**config.mk**
```make
export PLATFORM = sky130hd
export DESIGN_NAME = mc_chain_split
export DESIGN_NICKNAME = d
export VERILOG_FILES = /design/src/rtl/mc_chain_pkg.sv /design/src/rtl/mc_order_check.sv /design/src/rtl/mc_split_calc.sv /design/src/rtl/mc_entry_pick.sv /design/src/rtl/mc_chain_split.sv
export SDC_FILE = /design/constraint.sdc
export NUM_CORES = 1
export LEC_CHECK = 0
export ABC_AREA = 1
export BUFFER_PORTS_ARGS = -buffer_cell sky130_fd_sc_hd__buf_2
export CAP_MARGIN = 20
export CORE_MARGIN = 1.5
export CORE_UTILIZATION = 30
export DETAILED_ROUTE_END_ITERATION = 8
export GPL_TIMING_DRIVEN = 1
export MAX_ROUTING_LAYER = met4
export PLACE_DENSITY = 0.48
export REMOVE_ABC_BUFFERS = 1
export SYNTH_ARGS = -nofsm -noshare
export SYNTH_HDL_FRONTEND = slang
export SYNTH_SLANG_ARGS = --single-unit
```
**constraint.sdc**
```tcl
create_clock -name clk -period 1.91 [get_ports clk]
set_input_delay 0.191 -clock clk [delete_from_list [all_inputs] [get_ports clk]]
set_output_delay 0.191 -clock clk [all_outputs]
set_load 0.05 [all_outputs]
```
**src/rtl/mc_chain_pkg.sv**
```systemverilog
package mc_chain_pkg;
  parameter int unsigned MC_COORD_W = 3;
  parameter int unsigned MC_ENTRIES = 16;

  localparam int unsigned ENT_W   = 2 * MC_COORD_W;
  localparam int unsigned CHAIN_W = ENT_W * MC_ENTRIES;
  localparam int unsigned IDX_W   = $clog2(MC_ENTRIES);
  localparam int unsigned LEN_W   = $clog2(MC_ENTRIES + 1);
  localparam int unsigned SPAN_W  = LEN_W + 1;

  typedef logic [ENT_W-1:0] entry_t;
  typedef logic [IDX_W-1:0] idx_t;
  typedef logic [LEN_W-1:0] len_t;

  typedef struct packed {
    logic err;
    logic done;
    idx_t tgt_idx;
    idx_t fwd_base;
    len_t fwd_len;
    idx_t keep_base;
    len_t keep_len;
  } step_t;

  function automatic logic [MC_COORD_W-1:0] coord_x(entry_t e);
    return e[ENT_W-1 -: MC_COORD_W];
  endfunction

  function automatic logic [MC_COORD_W-1:0] coord_y(entry_t e);
    return e[MC_COORD_W-1:0];
  endfunction

  // Lexicographic order: x decides, y breaks ties.
  function automatic logic key_le(entry_t a, entry_t b);
    if (coord_x(a) != coord_x(b)) return coord_x(a) < coord_x(b);
    return coord_y(a) <= coord_y(b);
  endfunction

  function automatic len_t lower_len(len_t l);
    return l >> 1;
  endfunction
endpackage

```
**src/rtl/mc_order_check.sv**
```systemverilog
module mc_order_check
  import mc_chain_pkg::*;
(
  input  logic [CHAIN_W-1:0] chain_i,
  input  idx_t               base_i,
  input  len_t               len_i,
  output logic               rise_ok_o,
  output logic               fall_ok_o
);
  localparam int unsigned PAIRS = MC_ENTRIES - 1;

  logic [SPAN_W-1:0] win_end;
  logic [PAIRS-1:0]  up_ok;
  logic [PAIRS-1:0]  dn_ok;

  assign win_end = SPAN_W'(base_i) + SPAN_W'(len_i);

  for (genvar p = 0; p < PAIRS; p++) begin : g_pair
    entry_t a, b;
    logic   in_win;
    assign a      = chain_i[p*ENT_W +: ENT_W];
    assign b      = chain_i[(p+1)*ENT_W +: ENT_W];
    assign in_win = (SPAN_W'(p) >= SPAN_W'(base_i)) && (SPAN_W'(p + 1) < win_end);
    assign up_ok[p] = !in_win || key_le(a, b);
    assign dn_ok[p] = !in_win || key_le(b, a);
  end

  assign rise_ok_o = &up_ok;
  assign fall_ok_o = &dn_ok;
endmodule

```
**src/rtl/mc_split_calc.sv**
```systemverilog
module mc_split_calc
  import mc_chain_pkg::*;
(
  input  idx_t  base_i,
  input  len_t  len_i,
  input  idx_t  holder_i,
  input  logic  ordered_i,
  output logic  holder_upper_o,
  output logic  bad_window_o,
  output step_t res_o
);
  len_t              lo_len;
  len_t              hi_len;
  logic [SPAN_W-1:0] hi_base;
  logic [SPAN_W-1:0] win_end;
  logic              bad_len;
  logic              bad_hold;

  assign lo_len   = lower_len(len_i);
  assign hi_len   = len_i - lo_len;
  assign hi_base  = SPAN_W'(base_i) + SPAN_W'(lo_len);
  assign win_end  = SPAN_W'(base_i) + SPAN_W'(len_i);
  assign bad_len  = (len_i == '0) || (win_end > SPAN_W'(MC_ENTRIES));
  assign bad_hold = (holder_i < base_i) || (SPAN_W'(holder_i) >= win_end);

  assign holder_upper_o = SPAN_W'(holder_i) >= hi_base;
  assign bad_window_o   = bad_len || bad_hold;

  always_comb begin
    res_o = '0;
    if (bad_window_o || !ordered_i) begin
      res_o.err = 1'b1;
    end else if (len_i == LEN_W'(1)) begin
      res_o.done      = 1'b1;
      res_o.tgt_idx   = holder_i;
      res_o.fwd_base  = base_i;
      res_o.keep_base = base_i;
      res_o.keep_len  = LEN_W'(1);
    end else if (holder_upper_o) begin
      res_o.tgt_idx   = IDX_W'(hi_base - SPAN_W'(1));
      res_o.fwd_base  = base_i;
      res_o.fwd_len   = lo_len;
      res_o.keep_base = IDX_W'(hi_base);
      res_o.keep_len  = hi_len;
    end else begin
      res_o.tgt_idx   = IDX_W'(hi_base);
      res_o.fwd_base  = IDX_W'(hi_base);
      res_o.fwd_len   = hi_len;
      res_o.keep_base = base_i;
      res_o.keep_len  = lo_len;
    end
  end
endmodule

```
**src/rtl/mc_entry_pick.sv**
```systemverilog
module mc_entry_pick
  import mc_chain_pkg::*;
(
  input  logic [CHAIN_W-1:0] chain_i,
  input  idx_t               idx_i,
  output entry_t             entry_o
);
  assign entry_o = chain_i[idx_i*ENT_W +: ENT_W];
endmodule

```
**src/rtl/mc_chain_split.sv**
```systemverilog
module mc_chain_split
  import mc_chain_pkg::*;
(
  input  logic               clk,
  input  logic               rst_n,
  input  logic               start_i,
  input  logic [CHAIN_W-1:0] chain_i,
  input  logic [IDX_W-1:0]   base_i,
  input  logic [LEN_W-1:0]   len_i,
  input  logic [IDX_W-1:0]   holder_i,
  output logic               step_vld_o,
  output logic [ENT_W-1:0]   target_o,
  output logic [IDX_W-1:0]   target_idx_o,
  output logic [IDX_W-1:0]   fwd_base_o,
  output logic [LEN_W-1:0]   fwd_len_o,
  output logic [IDX_W-1:0]   keep_base_o,
  output logic [LEN_W-1:0]   keep_len_o,
  output logic               done_o,
  output logic               err_o
);
  logic   rise_ok, fall_ok, ordered;
  logic   holder_upper, bad_window;
  step_t  step_d, step_q;
  entry_t tgt_addr_d, tgt_addr_q;
  logic   vld_q;

  mc_order_check u_order (
    .chain_i   (chain_i),
    .base_i    (base_i),
    .len_i     (len_i),
    .rise_ok_o (rise_ok),
    .fall_ok_o (fall_ok)
  );

  assign ordered = rise_ok || fall_ok;

  mc_split_calc u_split (
    .base_i         (base_i),
    .len_i          (len_i),
    .holder_i       (holder_i),
    .ordered_i      (ordered),
    .holder_upper_o (holder_upper),
    .bad_window_o   (bad_window),
    .res_o          (step_d)
  );

  mc_entry_pick u_pick (
    .chain_i (chain_i),
    .idx_i   (step_d.tgt_idx),
    .entry_o (tgt_addr_d)
  );

  always_ff @(posedge clk or negedge rst_n) begin
    if (!rst_n) begin
      vld_q      <= 1'b0;
      step_q     <= '0;
      tgt_addr_q <= '0;
    end else begin
      vld_q <= start_i;
      if (start_i) begin
        step_q     <= step_d;
        tgt_addr_q <= step_d.err ? '0 : tgt_addr_d;
      end
    end
  end

  assign step_vld_o   = vld_q;
  assign target_o     = tgt_addr_q;
  assign target_idx_o = step_q.tgt_idx;
  assign fwd_base_o   = step_q.fwd_base;
  assign fwd_len_o    = step_q.fwd_len;
  assign keep_base_o  = step_q.keep_base;
  assign keep_len_o   = step_q.keep_len;
  assign done_o       = step_q.done;
  assign err_o        = step_q.err;

  AST_VLD_FOLLOWS_START: assert property (@(posedge clk) disable iff (!rst_n)
    start_i |=> step_vld_o);
  AST_VLD_NEEDS_START: assert property (@(posedge clk) disable iff (!rst_n)
    !start_i |=> !step_vld_o);
  AST_ERR_CLEARS_LENGTHS: assert property (@(posedge clk) disable iff (!rst_n)
    err_o |-> (fwd_len_o == '0) && (keep_len_o == '0) && !done_o);
  AST_BAD_WINDOW_FLAGGED: assert property (@(posedge clk) disable iff (!rst_n)
    start_i && bad_window |=> err_o);
  AST_LEN_SPLIT_SUM: assert property (@(posedge clk) disable iff (!rst_n)
    step_vld_o && !err_o |->
      (SPAN_W'(fwd_len_o) + SPAN_W'(keep_len_o)) == SPAN_W'($past(len_i)));
  AST_LOWER_FLOOR: assert property (@(posedge clk) disable iff (!rst_n)
    step_vld_o && !err_o && !done_o |->
      ((fwd_len_o < keep_len_o) ? fwd_len_o : keep_len_o) == ($past(len_i) >> 1));
  AST_DONE_SINGLE: assert property (@(posedge clk) disable iff (!rst_n)
    step_vld_o && done_o |-> ($past(len_i) == LEN_W'(1)) && (fwd_len_o == '0));
  AST_TARGET_AT_SEAM: assert property (@(posedge clk) disable iff (!rst_n)
    step_vld_o && !err_o && !done_o |->
      ((fwd_base_o > keep_base_o) ? (target_idx_o == fwd_base_o)
        : (SPAN_W'(target_idx_o) == SPAN_W'(fwd_base_o) + SPAN_W'(fwd_len_o) - SPAN_W'(1))));
  AST_UPPER_HOLDER_FWD_LOW: assert property (@(posedge clk) disable iff (!rst_n)
    step_vld_o && !err_o && !done_o && $past(holder_upper) |-> fwd_base_o < keep_base_o);
  AST_HOLDER_KEPT: assert property (@(posedge clk) disable iff (!rst_n)
    step_vld_o && !err_o |->
      ($past(holder_i) >= keep_base_o) &&
      (SPAN_W'($past(holder_i)) < SPAN_W'(keep_base_o) + SPAN_W'(keep_len_o)));
endmodule

```
==> results.sh, run 1 <==
export IMPL_outcome="finished, violations left"
export IMPL_violations="negative setup slack"
export IMPL_port_buffers=142
export IMPL_multi_input_area_um2=5180
export IMPL_hp_class="primary input to flop"
export IMPL_hold_depth=1
export IMPL_cts_buffer_depth=2
export IMPL_io_pins=143
export IMPL_grt_pass1_wl_mm=39.4
export IMPL_async_flop_share_pct=100
export IMPL_p_clk_share_pct=20.9
export IMPL_worst_slew_pin_slew_ns=0.724
export IMPL_hpwl_mm=19.8
export IMPL_synth_edf_count=0
export IMPL_startpoint="len_i[1]"
export IMPL_cts_root_buf="clkbuf_16"
export IMPL_grt_max_degree=34
export IMPL_drtAntennaViolNets=0
export IMPL_share_seq_of_total_power_pct=15.2
export IMPL_die_w_um=147
export IMPL_fillCellCount=2132
export IMPL_grt_pass1_vias=7783
export IMPL_path_class="primary input to flop"
export IMPL_worstPathArrival_ns=3.10
export IMPL_antenna_cells=0
export IMPL_ys_top_cells_by_count="nand2_1 (259), inv_1 (170), nand3_1 (154)"
export IMPL_hold_viol_final=0
export IMPL_routed_wl_mm=24.5
export IMPL_clk_latency_ns=0.28
export IMPL_synthCells=1032
export IMPL_worstRegToRegCells=1
export IMPL_power_density_nw_per_um2=450
export IMPL_cp_slowest_stage_delay_ns=0.56
export IMPL_yosys_area_top_type="ha_1"
export IMPL_fin_ws_ns=-1.03
export IMPL_core_area_um2=20300
export IMPL_gp_congestion=0.868
export IMPL_drt_pass1_iter_count=5
export IMPL_fin_cells=1664
export IMPL_slowest_stage="fa_2"
export IMPL_fin_area_um2=9940
export IMPL_ys_top_cells_by_area="ha_1 (23%), nand2_1 (16%), dfrtp_1 (12%)"
export IMPL_synth_seq_cells=31
export IMPL_vias=7960
export IMPL_final_util_pct=49.0
export IMPL_r2r_slack_ns=1.20
export IMPL_synth_top_cell_area_share_pct=23.3
export IMPL_placed_cell_area_um2=8750
export IMPL_yosys_warnings=0
export IMPL_ys_flop_type="dfrtp_1"
export IMPL_r2r_start="fwd_base_o[2]"
export IMPL_endpoint="target_o[3]"
export IMPL_syn_cell_area_um2=6240
export IMPL_dp_cells=1621
export IMPL_slew_violations=0
export IMPL_clk_transition_reported_paths_ns=0.05
export IMPL_placementRows=52
export IMPL_intPower_w=0.00260
export IMPL_switching_power_w=0.00188
export IMPL_antenna_found_initial=0
export IMPL_grt_total_usage_pct=23.2
export IMPL_cts_buffers=5
export IMPL_via_per_inst=4.78
export IMPL_switching_share_pct=41.9
export IMPL_cts_tree="done"
export IMPL_fmax_mhz=340
export IMPL_p_leak_nw=5.75
export IMPL_timing_rr_end="fwd_base_o[2]"
export IMPL_nets=1624
export IMPL_cp_required_ns=2.07
export IMPL_seqCellArea_um2=776
export IMPL_synth_cell_types=38
export IMPL_maxSlewHeadroom_pct=51.7
export IMPL_rsz0062_at_grt="true"
export IMPL_cp_start_kind="primary input"
export IMPL_die_area_um2=21700
export IMPL_routedWlPerCell_um=14.8
export IMPL_gr_total_overflow=0
export IMPL_cts_sinks=31
export IMPL_worstPathMaxFanout=12
export IMPL_finalSetupViolations=30
export IMPL_initial_utilization_pct=30.8
export IMPL_share_comb_of_total_power_pct=63.9
export IMPL_ys_seq_area_share_pct=12.4
export IMPL_period_share_pct=154
export IMPL_crit_chain="buf_2 > ha_4 > fa_2 > inv_2 > ha_1 > o21ai_1 > a21boi_1 > o21ai_1 > nand2_1 > nand2_2 > buf_4 > nand2_2 > nand3_2 > nand2_4 > nand3_4 > buf_12 > buf_16 > nand2_1 > nand3_1 > nand3_2 > nand3_2 > nand3_2 > nand2_1"
export IMPL_synth_most_common_cell="nand2_1"
export IMPL_fin_crit_ns=2.94
export IMPL_syn2layout_area_growth_pct=59.3
export IMPL_fin_skew_ns=0
export IMPL_cap_violations=0
export IMPL_drive_gt1_share_pct=35.2
export IMPL_crit_top_cell="nand3_2"
export IMPL_cp_end_kind="flop"
export IMPL_avgSynthCellArea_um2=6.05
export IMPL_h_tree_depth=2
export IMPL_die_height_um=147
export IMPL_irDropWorstVdd_v=0.000377
export IMPL_route_detailed_drc=0
export IMPL_drtIter0Drc=360
-- stage by stage --
stage               hold slack [ns]  total power, W  worst slack [ns]  TNS, ns
finish                       0.0626         0.00447             -1.03   -25.11
global route                 0.0681         0.00483             -1.25   -31.96
CTS                          0.0603         0.00438             -1.01   -23.98
detailed placement            0.292         0.00314             -1.51   -37.50
global placement              0.286         0.00314             -1.52   -37.69
floorplan                    -0.105         0.00194             -2.15   -49.89
-- kinds of logic (layout without fill, tap and decap cells) --
family,count (synthesis),after routing,share of synthesized area (%)
buffers and inverters,200,562,12.3
AO/OA/AOI/OAI,148,148,13.2
adder cells (fa/ha/maj),119,119,24.2
flip-flops,31,31,12.4
AND/OR/NAND/NOR,529,529,37.1
XOR/XNOR,5,5,0.702
-- worst max-delay path: cells and delay by family --
family | cells | cell delay (ns)
buffers and inverters | 5 | 0.64
AOI/OAI and AO/OA | 3 | 0.27
adders and majority gates | 3 | 0.97
and+or+nand+nor | 12 | 1.01
-- registers in the layout, indices dropped and copies added, names as in the netlist --
signal,count
fwd_len_o,5
err_o,1
keep_len_o,5
target_o,6
step_vld_o,1
done_o,1
fwd_base_o,4
keep_base_o,4
target_idx_o,4
-- repair_timing --
action,in CTS,in global routing
endpoints found under the setup margin,30,30
resized for setup,129,41
pin swaps,25,27
setup buffers,25,3
hold endpoints to repair,7,0
gates cloned,8,2
hold buffers,1,0
-- power by group through the flow --
stage	Combinational [W]	Clock [W]	Sequential, W
after global routing	0.00317	0.000977	0.000682
final	0.00286	0.000934	0.000682
after global placement	0.00244	0	0.000692
after CTS	0.00276	0.000942	0.000681
after floorplan	0.00120	0	0.000743
after detailed placement	0.00245	0	0.000692
-- cells in the final DEF, fill, tap and decap left out, drive strengths merged --
cell | synthesis | routed
fa | 3 | 3
clkinvlp | 0 | 2
a22o | 1 | 1
a21oi | 46 | 46
dlygate4sd3 | 0 | 1
nand3b | 5 | 5
a32o | 1 | 1
a22oi | 2 | 2
o22ai | 8 | 8
clkbuf | 18 | 7
nor3 | 1 | 1
a21o | 1 | 1
nand2 | 261 | 261
xor2 | 3 | 3
nor3b | 1 | 1
clkinv | 1 | 2
nor2 | 76 | 76
buf | 8 | 376
ha | 116 | 116
bufinv | 0 | 1
nor4 | 1 | 1
nand4 | 26 | 26
or2 | 1 | 1
o21bai | 2 | 2
bufbuf | 0 | 1
o31ai | 3 | 3
o21ai | 67 | 67
o211ai | 10 | 10
nand3 | 157 | 157
inv | 173 | 172
a21boi | 5 | 5
o21a | 1 | 1
dfrtp | 31 | 31
xnor2 | 2 | 2
a211oi | 1 | 1
-- layer usage --
| metal | global-route usage [%] | wire length, µm |
|---|---|---|
| met5 | - | 0 |
| met3 | 0.932 | 851 |
| met1 | 31.1 | 11800 |
| met2 | 38.9 | 11500 |
| met4 | 4.55 | 414 |
-- worst min path at each step --
stage / to / slack [ns] / start
2_1_floorplan: done_o / -0.10 / rst_n
3_3_place_gp: target_idx_o[2] / 0.29 / rst_n
6_report: step_vld_o / 0.06 / start_i
4_1_cts: step_vld_o / 0.06 / start_i
5_1_grt: step_vld_o / 0.07 / start_i
3_5_place_dp: target_idx_o[3] / 0.29 / rst_n
-- area by class of cell --
cell class | count | area share [%]
Clock inverter | 2 | 0.352
Timing Repair Buffer | 379 | 28.2
Inverter | 174 | 6.68
Timing Repair inverter | 1 | 0.0755
Clock buffer | 6 | 1.40
Multi-Input combinational cell | 801 | 52.1
Tap cell | 270 | 3.40
Sequential cell | 31 | 7.80
(Power assumes the default switching activity.)
==> run 2: changes to the inputs <==
--- a/config.mk
+++ b/config.mk
@@ -11,10 +11,11 @@
 export CORE_MARGIN = 1.5
 export CORE_UTILIZATION = 30
 export DETAILED_ROUTE_END_ITERATION = 8
-export GPL_TIMING_DRIVEN = 1
+export GPL_TIMING_DRIVEN = 0
 export MAX_ROUTING_LAYER = met4
 export PLACE_DENSITY = 0.48
 export REMOVE_ABC_BUFFERS = 1
 export SYNTH_ARGS = -nofsm -noshare
 export SYNTH_HDL_FRONTEND = slang
 export SYNTH_SLANG_ARGS = --single-unit
+export TNS_END_PERCENT = 50
==> run 2 against run 1 <==
The flow still finishes with violations (negative setup slack); worst hold slack worse by 0.0070 ns; total power down 6.8%; via count down 3.4%; sequential cell count unchanged; clock skew unchanged; clock power down 18%; first-iteration DRC count up 17%; combinational power down 5%; global-route usage about the same; critical path type unchanged.
==> results.sh, run 2 (synthesis gave the netlist of run 1 again) <==
export IMPL_outcome="finished, violations left"
export IMPL_violations="negative setup slack"
export IMPL_cts_tree="done"
export IMPL_cts_sinks=31
export IMPL_grt_total_usage_pct=23.1
export IMPL_syn2layout_area_growth_pct=43.8
export IMPL_switching_power_w=0.00194
export IMPL_route_detailed_drc=0
export IMPL_power_density_nw_per_um2=465
export IMPL_gp_congestion=0.931
export IMPL_die_area_um2=21700
export IMPL_cp_start_kind="primary input"
export IMPL_nets=1477
export IMPL_pre_cts_ws_ns=-3.33
export IMPL_grt_pass1_wl_mm=38.7
export IMPL_grt_pass1_vias=7406
export IMPL_final_common_cell="nand2_1"
export IMPL_fmax_mhz=315
export IMPL_fin_crit_ns=3.18
export IMPL_antenna_cells=0
export IMPL_cts_root_buf="clkbuf_16"
export IMPL_tns_ns=-30.93
export IMPL_antenna_found_initial=0
export IMPL_worstPathMaxFanout=7
export IMPL_path_class="primary input to flop"
export IMPL_h_tree_depth=2
export IMPL_clk_latency_ns=0.27
export IMPL_share_seq_of_total_power_pct=16.3
export IMPL_worst_slew_pin_slew_ns=1.01
export IMPL_hpwl_mm=17.8
export IMPL_layout_common_cells="nand2_1 (236), inv_1 (159), buf_2 (137)"
export IMPL_drtIter0Drc=422
export IMPL_hold_viol_final=0
export IMPL_routedWlPerCell_um=16.3
export IMPL_fin_ws_ns=-1.27
export IMPL_die_height_um=147
export IMPL_p_leak_nw=4.95
export IMPL_io_pins=143
export IMPL_period_share_pct=166
export IMPL_cap_violations=0
export IMPL_total_power_w=0.00417
export IMPL_grt_max_degree=36
export IMPL_switching_share_pct=46.5
export IMPL_vias=7689
export IMPL_drt_pass1_iter_count=5
export IMPL_clk_transition_reported_paths_ns=0.05
export IMPL_share_comb_of_total_power_pct=65.2
export IMPL_placementRows=52
export IMPL_final_util_pct=44.2
export IMPL_die_w_um=147
export IMPL_fin_skew_ns=0
export IMPL_irDropWorstVdd_v=0.000297
export IMPL_drive_gt1_share_pct=29.1
export IMPL_cp_end_kind="flop"
export IMPL_rsz0062_at_grt="true"
export IMPL_port_buffers=142
export IMPL_core_area_um2=20300
export IMPL_gr_total_overflow=0
export IMPL_cp_required_ns=2.06
export IMPL_p_clk_share_pct=18.5
export IMPL_drtAntennaViolNets=0
export IMPL_initial_utilization_pct=30.8
export IMPL_hp_class="primary input to flop"
export IMPL_cts_buffers=5
export IMPL_via_per_inst=5.07
export IMPL_slew_violations=0
export IMPL_whs_ns=0.0557
export IMPL_largest_register_ffs=6
export IMPL_intPower_w=0.00223
export IMPL_worstPathArrival_ns=3.33
export IMPL_cts_buffer_depth=2
export IMPL_routed_wl_mm=24.7
export IMPL_finalSetupViolations=30
export IMPL_maxSlewHeadroom_pct=32.5
run 2: cell types whose count changed in the layout (fill, tap and decap cells not counted), sizes merged, moves of 2 or more:
| cell | change |
|---|---|
| buf | -151 |
| nand3 | +5 |
| inv | -2 |
| nand2 | +2 |
run 2: final cells by class:
type                            instances  area, µm²
Fill cell                            2238      11300
Multi-Input combinational cell        808       5440
Timing Repair Buffer                  226       1590
Sequential cell                        31        776
Inverter                              174        694
Tap cell                              270        338
Clock buffer                            6        139
Clock inverter                          1       5.00
run 2: timing repair:
| action | CTS | global route |
|---|---|---|
| hold buffers | 1 | 0 |
| pin swaps | 56 | 37 |
| resized for setup | 158 | 53 |
| setup buffers | 64 | 14 |
| setup endpoints to repair | 30 | 30 |
| hold endpoints to repair | 31 | 0 |
| gates cloned | 10 | 1 |
run 2: worst paths after layout:
kind	start	to	slack [ns]	depth (start not counted)
setup / recovery	base_i[1]	target_o[1]	-1.27	25
hold / removal	start_i	step_vld_o	0.06	1
setup reg to reg	target_idx_o[1]	target_idx_o[1]	1.19	2
hold reg to reg	target_idx_o[0]	target_idx_o[0]	0.48	2
max in group asynchronous	rst_n	keep_len_o[1]	0.96	2
min in group asynchronous	rst_n	target_idx_o[3]	0.50	2
run 2: critical path, stage by stage:
cell,delay [ns]
buf_12,0.10
clkinvlp_4,0.13
fa_2,0.47
inv_2,0.09
nand2_1,0.05
nand2_1,0.09
nand3_2,0.09
nand2_4,0.11
nand2_4,0.08
nor2_4,0.18
nand2_2,0.09
o211ai_1,0.11
nand3b_1,0.14
nor2_2,0.17
nand2_2,0.13
nand2_8,0.13
buf_6,0.11
nand3_4,0.18
buf_12,0.22
nor2_4,0.08
nand2_2,0.07
nand3_4,0.07
nand3_4,0.09
nand3_2,0.09
nand2_1,0.06
run 2: stage by stage:
step / cell area, µm² / cells
4_1_cts: 8690 / 1502
3_3_place_gp: 7170 / 1418
6_report: 8980 / 1516
2_1_floorplan: 6120 / 1006
3_5_place_dp: 7210 / 1420
5_1_grt: 8980 / 1516
run 2: metal layers:
layer / vias up / global-route usage [%] / share of wire, %
li1: 3883 / - / -
met1: 3541 / 31.2 / 46
met2: 232 / 38.1 / 46
met3: 33 / 1.65 / 5.6
met4: 0 / 4.70 / 1.8
met5: - / - / 0
run 2: power groups by stage:
stage | logic, W | clock network (W) | registers (W)
5_1_grt | 0.00300 | 0.000816 | 0.000682
6_report | 0.00272 | 0.000770 | 0.000681
2_1_floorplan | 0.00120 | 0 | 0.000743
3_3_place_gp | 0.00190 | 0 | 0.000692
4_1_cts | 0.00256 | 0.000782 | 0.000681
3_5_place_dp | 0.00192 | 0 | 0.000692
